File: src/rtl/hazard_pkg.sv
package hazard_pkg;

  typedef enum logic [1:0] {
    SEL_RF  = 2'd0,
    SEL_MEM = 2'd1,
    SEL_WB  = 2'd2,
    SEL_IMM = 2'd3
  } opSel_e;

  // Comparator results, datapath -> control
  typedef struct packed {
    logic [1:0] memHit;   // index 0 = operand A, 1 = operand B
    logic [1:0] wbHit;
    logic       loadHit;
    logic       useImm;
    logic       exValid;
  } hitInfo_t;

  // Strobes, control -> datapath
  typedef struct packed {
    logic insertBubble;
  } ctrlStrobe_t;

endpackage

File: src/rtl/hazard_datapath.sv
module hazard_datapath
  import hazard_pkg::*;
#(
  parameter int REG_W = 5
) (
  input  logic             clk,
  input  logic             rst_n,
  input  logic             decValid,
  input  logic [REG_W-1:0] decSrcA,
  input  logic [REG_W-1:0] decSrcB,
  input  logic [REG_W-1:0] decDst,
  input  logic             decWrEn,
  input  logic             decIsLoad,
  input  logic             decUseImm,
  input  logic [REG_W-1:0] memDst,
  input  logic             memWrEn,
  input  logic             memValid,
  input  logic [REG_W-1:0] wbDst,
  input  logic             wbWrEn,
  input  logic             wbValid,
  input  ctrlStrobe_t      strobe,
  output hitInfo_t         hits
);

  localparam int NUM_SRC = 2;

  // Execute-stage hazard descriptor
  logic             exValid;
  logic [REG_W-1:0] exSrc [NUM_SRC];
  logic [REG_W-1:0] exDst;
  logic             exWrEn;
  logic             exIsLoad;
  logic             exUseImm;

  logic [REG_W-1:0] decSrc [NUM_SRC];
  assign decSrc[0] = decSrcA;
  assign decSrc[1] = decSrcB;

  always_ff @(posedge clk) begin
    if (!rst_n || strobe.insertBubble || !decValid) begin
      exValid  <= 1'b0;
      exDst    <= '0;
      exWrEn   <= 1'b0;
      exIsLoad <= 1'b0;
      exUseImm <= 1'b0;
      for (int i = 0; i < NUM_SRC; i++) exSrc[i] <= '0;
    end else begin
      exValid  <= 1'b1;
      exDst    <= decDst;
      exWrEn   <= decWrEn;
      exIsLoad <= decIsLoad;
      exUseImm <= decUseImm;
      for (int i = 0; i < NUM_SRC; i++) exSrc[i] <= decSrc[i];
    end
  end

  logic memLive, wbLive, loadLive;
  assign memLive  = memValid && memWrEn && (memDst != '0);
  assign wbLive   = wbValid && wbWrEn && (wbDst != '0);
  assign loadLive = exValid && exIsLoad && exWrEn && (exDst != '0);

  logic [NUM_SRC-1:0] memHitV, wbHitV, useHitV;

  generate
    for (genvar s = 0; s < NUM_SRC; s++) begin : g_cmp
      assign memHitV[s] = memLive && (memDst == exSrc[s]);
      assign wbHitV[s]  = wbLive  && (wbDst  == exSrc[s]);
      assign useHitV[s] = loadLive && (decSrc[s] == exDst);
    end
  endgenerate

  assign hits.memHit  = memHitV;
  assign hits.wbHit   = wbHitV;
  assign hits.loadHit = decValid && (|useHitV);
  assign hits.useImm  = exUseImm;
  assign hits.exValid = exValid;

endmodule

File: src/rtl/hazard_control.sv
module hazard_control
  import hazard_pkg::*;
(
  input  hitInfo_t    hits,
  output opSel_e      selA,
  output opSel_e      selB,
  output ctrlStrobe_t strobe,
  output logic        stallFront,
  output logic        exBubble
);

  always_comb begin
    if (hits.memHit[0])     selA = SEL_MEM;
    else if (hits.wbHit[0]) selA = SEL_WB;
    else                    selA = SEL_RF;
  end

  always_comb begin
    if (hits.useImm)        selB = SEL_IMM;
    else if (hits.memHit[1]) selB = SEL_MEM;
    else if (hits.wbHit[1])  selB = SEL_WB;
    else                     selB = SEL_RF;
  end

  assign stallFront          = hits.loadHit;
  assign strobe.insertBubble = hits.loadHit;
  assign exBubble            = !hits.exValid;

endmodule

File: src/rtl/fwd_interlock_top.sv
module fwd_interlock_top
  import hazard_pkg::*;
#(
  parameter int REG_W = 5
) (
  input  logic             clk,
  input  logic             rst_n,
  input  logic             decValid,
  input  logic [REG_W-1:0] decSrcA,
  input  logic [REG_W-1:0] decSrcB,
  input  logic [REG_W-1:0] decDst,
  input  logic             decWrEn,
  input  logic             decIsLoad,
  input  logic             decUseImm,
  input  logic [REG_W-1:0] memDst,
  input  logic             memWrEn,
  input  logic             memValid,
  input  logic [REG_W-1:0] wbDst,
  input  logic             wbWrEn,
  input  logic             wbValid,
  output logic [1:0]       selOpA,
  output logic [1:0]       selOpB,
  output logic             stallFront,
  output logic             exBubble
);

  hitInfo_t    hits;
  ctrlStrobe_t strobe;
  opSel_e      selA, selB;

  hazard_datapath #(.REG_W(REG_W)) dp_i (
    .clk(clk), .rst_n(rst_n),
    .decValid(decValid), .decSrcA(decSrcA), .decSrcB(decSrcB),
    .decDst(decDst), .decWrEn(decWrEn), .decIsLoad(decIsLoad),
    .decUseImm(decUseImm),
    .memDst(memDst), .memWrEn(memWrEn), .memValid(memValid),
    .wbDst(wbDst), .wbWrEn(wbWrEn), .wbValid(wbValid),
    .strobe(strobe), .hits(hits)
  );

  hazard_control ctl_i (
    .hits(hits), .selA(selA), .selB(selB), .strobe(strobe),
    .stallFront(stallFront), .exBubble(exBubble)
  );

  assign selOpA = selA;
  assign selOpB = selB;

endmodule

File: config.mk
export PLATFORM = sky130hd
export DESIGN_NAME = fwd_interlock_top
export DESIGN_NICKNAME = d
export VERILOG_FILES = /design/src/rtl/hazard_pkg.sv /design/src/rtl/hazard_datapath.sv /design/src/rtl/hazard_control.sv /design/src/rtl/fwd_interlock_top.sv
export SDC_FILE = /design/constraint.sdc
export NUM_CORES = 1
export LEC_CHECK = 0
export BUFFER_PORTS_ARGS = -buffer_cell sky130_fd_sc_hd__buf_4
export CORE_MARGIN = 2
export CORE_UTILIZATION = 49
export CTS_BUF_LIST = sky130_fd_sc_hd__clkbuf_8
export DETAILED_ROUTE_END_ITERATION = 12
export PLACE_DENSITY = 0.81
export SLEW_MARGIN = 20
export SYNTH_ARGS = -nofsm -noshare
export SYNTH_HDL_FRONTEND = slang
export SYNTH_SLANG_ARGS = --single-unit
File: constraint.sdc
create_clock -name clk -period 1.5 [get_ports clk]
set_input_delay 0 -clock clk [delete_from_list [all_inputs] [get_ports clk]]
set_output_delay 0 -clock clk [all_outputs]
set_load 0.02 [all_outputs]
==> flow_metrics.py <==
metrics = {
    "yosys": {
        "syn_inst": 118,
        "synthArstFlopShare_pct": 0,
        "synthDistinctLibCells": 20,
        "ys_top_cells_by_count": "nand2_1, a21oi_1, dfxtp_1",
        "synth.area.top_cells": "dfxtp_1, xnor2_1, xor2_1, a21oi_1, nand2_1",
        "synth_warnings": 0,
        "synth_edf_count": 0,
        "yosysTopAreaCellShare_pct": 38.24,
        "syn_area_per_cell_sq_um": 8.430,
        "ys_seq_area_share_pct": 38.24,
        "syn-cell-area_sq_um": 994.7,
        "synth_fp_nets": 153,
        "synth_seq_cells": 19,
        "synthFlopType": "dfxtp_1",
        "yosysMostFrequentCell": "nand2_1",
        "synth_area_leader_cell": "dfxtp_1",
    },
    "place": {
        "gp_congestion": 0.8285,
        "placed_cells": 187,
        "detailed_place_hpwl_microns": 1905,
        "pre_cts_slack_ns": 0.09039,
        "port_buffers": 40,
    },
    "routing": {
        "dr.pass1.iters": 4,
        "avgRoutedWirePerCell_microns": 19.79,
        "wirelength_microns": 4137,
        "num_vias": 1176,
        "drt_iter0_markers": 44,
        "viasPerCell": 5.627,
        "postRouteAntennaNets": 0,
        "drc": 0,
    },
    "worst_hold_path": {
        "hold_path_startpoint": "decSrcA[2]",
        "worstHoldEndpoint": "dp_i.exSrc[0][2]$_SDFF_PP0_",
        "hp-class": "primary input to flip-flop",
        "holdPathStages": 3,
    },
    "clocking": {
        "htreeDepth": 1,
        "clockRootBuffer": "clkbuf_8",
        "numCtsBuffers": 3,
        "cts_tree": "yes",
        "clk_pin_slew_ns": 0.08,
        "ctsLongestPathBuffers": 2,
        "clock_latency_ns": 0.28,
        "clock_sinks": 19,
    },
    "critical_path": {
        "r2r-end": "dp_i.exValid$_DFF_P_",
        "required_ns": 1.50,
        "arrival_ns": 1.52,
        "cpPeakStageDelay_ns": 0.38,
        "path_buf_inv": 1,
        "endpoint_kind": "output port",
        "worstPathCellList": "nand4_1 > a21oi_2 > and2_4 > buf_6",
        "path_delay_family": "flip-flops",
        "slowest_stage": "dfxtp_1",
        "reg2reg_slack_ns": 0.08,
        "startpoint_type": "flip-flop",
        "r2r-start": "dp_i.exDst[2]$_SDFF_PP0_",
        "rr_worst_depth": 5,
        "crit_fanout": 10,
        "criticalPathCategory": "flip-flop to output port",
    },
    "outcome": {
        "violations": "negative setup slack",
        "status": "finished, violations left",
    },
    "power_and_ir_drop": {
        "power.leakage_nw": 0.8081,
        "sw_frac_of_total_pct": 29.56,
        "combPwrFrac_pct": 26.8,
        "power_mw": 1.286,
        "ir_drop_v": 0.0007922,
        "powerDensity_nw_per_um2": 716.6,
        "p_clk_share_pct": 30.4,
        "switchingPower_uw": 380.0,
        "p_int_uw": 905.7,
        "seqPwrFrac_pct": 42.8,
    },
    "floorplan": {
        "fp.dieW_microns": 49.06,
        "dieArea_sq_um": 2406,
        "coreArea_sq_um": 1942,
        "dieHeight_microns": 49.06,
        "rows": 16,
        "start_util_pct": 51.22,
        "io_pins": 41,
    },
    "global_routing": {
        "antenna_found_initial": 0,
        "grt_pass1_vias": 1244,
        "grt.overflow.total": 0,
        "grt_use_total_pct": 31.20,
        "grt_pass1_wl_microns": 5471,
        "grt_max_degree": 20,
    },
    "sta": {
        "rsz0062_at_grt": "true",
        "tightestPinTransition_ns": 0.6531,
        "drv_slew": 0,
        "post-route-period-util_pct": 101.2,
        "relSlewSlack_pct": 56.46,
        "final_hold_viol_count": 0,
        "setup_viol": 1,
        "fin_setup_tns_ns": -0.01792,
        "max_freq_ghz": 0.6588,
        "fin_crit_ns": 1.518,
        "finalWorstSetupSlack_ns": -0.01792,
        "finClkSkew_ns": 0.005417,
        "whs_ns": 0.1859,
    },
    "job": {
        "maxCapViolCount": 0,
    },
    "finish": {
        "n_antenna_cell": 0,
        "drive_gt1_share_pct": 46.70,
        "area_growth_pct": 80.38,
        "stdcell_count": 209,
        "nets": 218,
        "fillers": 65,
    },
}
worst reg2reg max path, stage by stage (launching register included):
cell	delay (ns)
dfxtp_2	0.37
xnor2_2	0.20
nand3_2	0.14
o22ai_4	0.23
buf_4	0.20
a21boi_0	0.13
placed cells by master, fill, tap and decap left out, drive strengths merged:
| master | Yosys | routed |
|---|---|---|
| o22ai | 1 | 1 |
| nand2 | 20 | 20 |
| and2 | 2 | 2 |
| nand3 | 2 | 2 |
| nand2b | 1 | 1 |
| clkinv | 0 | 1 |
| dfxtp | 19 | 19 |
| nand4 | 3 | 3 |
| inv | 1 | 1 |
| nor3 | 4 | 4 |
| dlymetal6s4s | 0 | 2 |
| xnor2 | 17 | 17 |
| or3 | 2 | 2 |
| a41o | 1 | 1 |
| clkbuf | 6 | 3 |
| o311a | 2 | 2 |
| nor2 | 2 | 2 |
| xor2 | 13 | 13 |
| and4 | 1 | 1 |
| buf | 0 | 48 |
| a21boi | 1 | 1 |
| dlygate4sd3 | 0 | 16 |
| a21oi | 19 | 19 |
| nor4 | 1 | 1 |
per-layer routing:
metal | share of wire (%) | track usage [%] | wire, microns | vias to the layer above
met5 | 0 | 0 | 0 | -
met4 | 6.4 | 23.33 | 263 | 0
met3 | 6.4 | 6.135 | 263 | 26
met2 | 53 | 60.96 | 2199 | 80
met1 | 34 | 27.52 | 1409 | 542
li1 | - | - | - | 528
kinds of logic after synthesis:
| logic type | synth area share (%) |
|---|---|
| and+or+nand+nor | 18.74 |
| xor gates and xnor gates | 26.41 |
| AOI/OAI and AO/OA | 13.96 |
| DFF | 38.24 |
| buffers and inverters | 2.641 |
worst max-delay path by stage:
stage | cells past startpoint | startpoint | slack [ns] | to
2_1_floorplan | 4 | memDst[4] | 0.15 | selOpA[1]
3_3_place_gp | 6 | memDst[4] | 0.13 | selOpA[1]
3_5_place_dp | 6 | memDst[4] | 0.09 | selOpA[1]
4_1_cts | 7 | dp_i.exDst[1]$_SDFF_PP0_ | -0.002 | stallFront
5_1_grt | 5 | dp_i.exDst[2]$_SDFF_PP0_ | -0.09 | stallFront
6_report | 4 | dp_i.exValid$_DFF_P_ | -0.02 | stallFront
sequential cells by signal (all words and copies together), names as in the netlist:
| signal | count |
|---|---|
| dp_i.exValid | 1 |
| dp_i.exSrc | 10 |
| dp_i.exIsLoad | 1 |
| dp_i.exDst | 5 |
| dp_i.exUseImm | 1 |
| dp_i.exWrEn | 1 |
stage by stage:
step	instance area (sq um)	utilization (%)
global placement	1366	70.36
finish	1794	92.40
detailed placement	1366	70.36
floorplan	994.7	-
CTS	1667	85.82
global route	1794	92.40
cell type report:
| cell class | instances | area [sq um] | area share [%] |
|---|---|---|---|
| clock inverters | 1 | 5.005 | 0.2789 |
| clock buffers | 3 | 41.29 | 2.301 |
| repair buffers | 66 | 564.3 | 31.45 |
| well taps | 27 | 33.78 | 1.883 |
| inverters | 1 | 3.754 | 0.2092 |
| flip-flops and latches | 19 | 396.6 | 22.11 |
| multi-input cells | 92 | 749.5 | 41.77 |
power groups by stage:
stage	clock network [mW]	registers [mW]	logic, mW
2_1_floorplan	0	0.550	0.109
3_3_place_gp	0	0.551	0.221
3_5_place_dp	0	0.552	0.228
4_1_cts	0.347	0.544	0.283
5_1_grt	0.404	0.551	0.364
6_report	0.391	0.550	0.345
what timing repair did:
| item | in CTS | in global routing |
|---|---|---|
| buffers inserted | 4 | 4 |
| hold buffers | 17 | 1 |
| pin swaps | 11 | 17 |
| endpoints found under the setup margin | 3 | 12 |
| hold endpoints to repair | 17 | 1 |
| gates cloned | 0 | 0 |
| gates resized for setup | 17 | 27 |
Note: power is estimated with default switching activity, not from simulation.
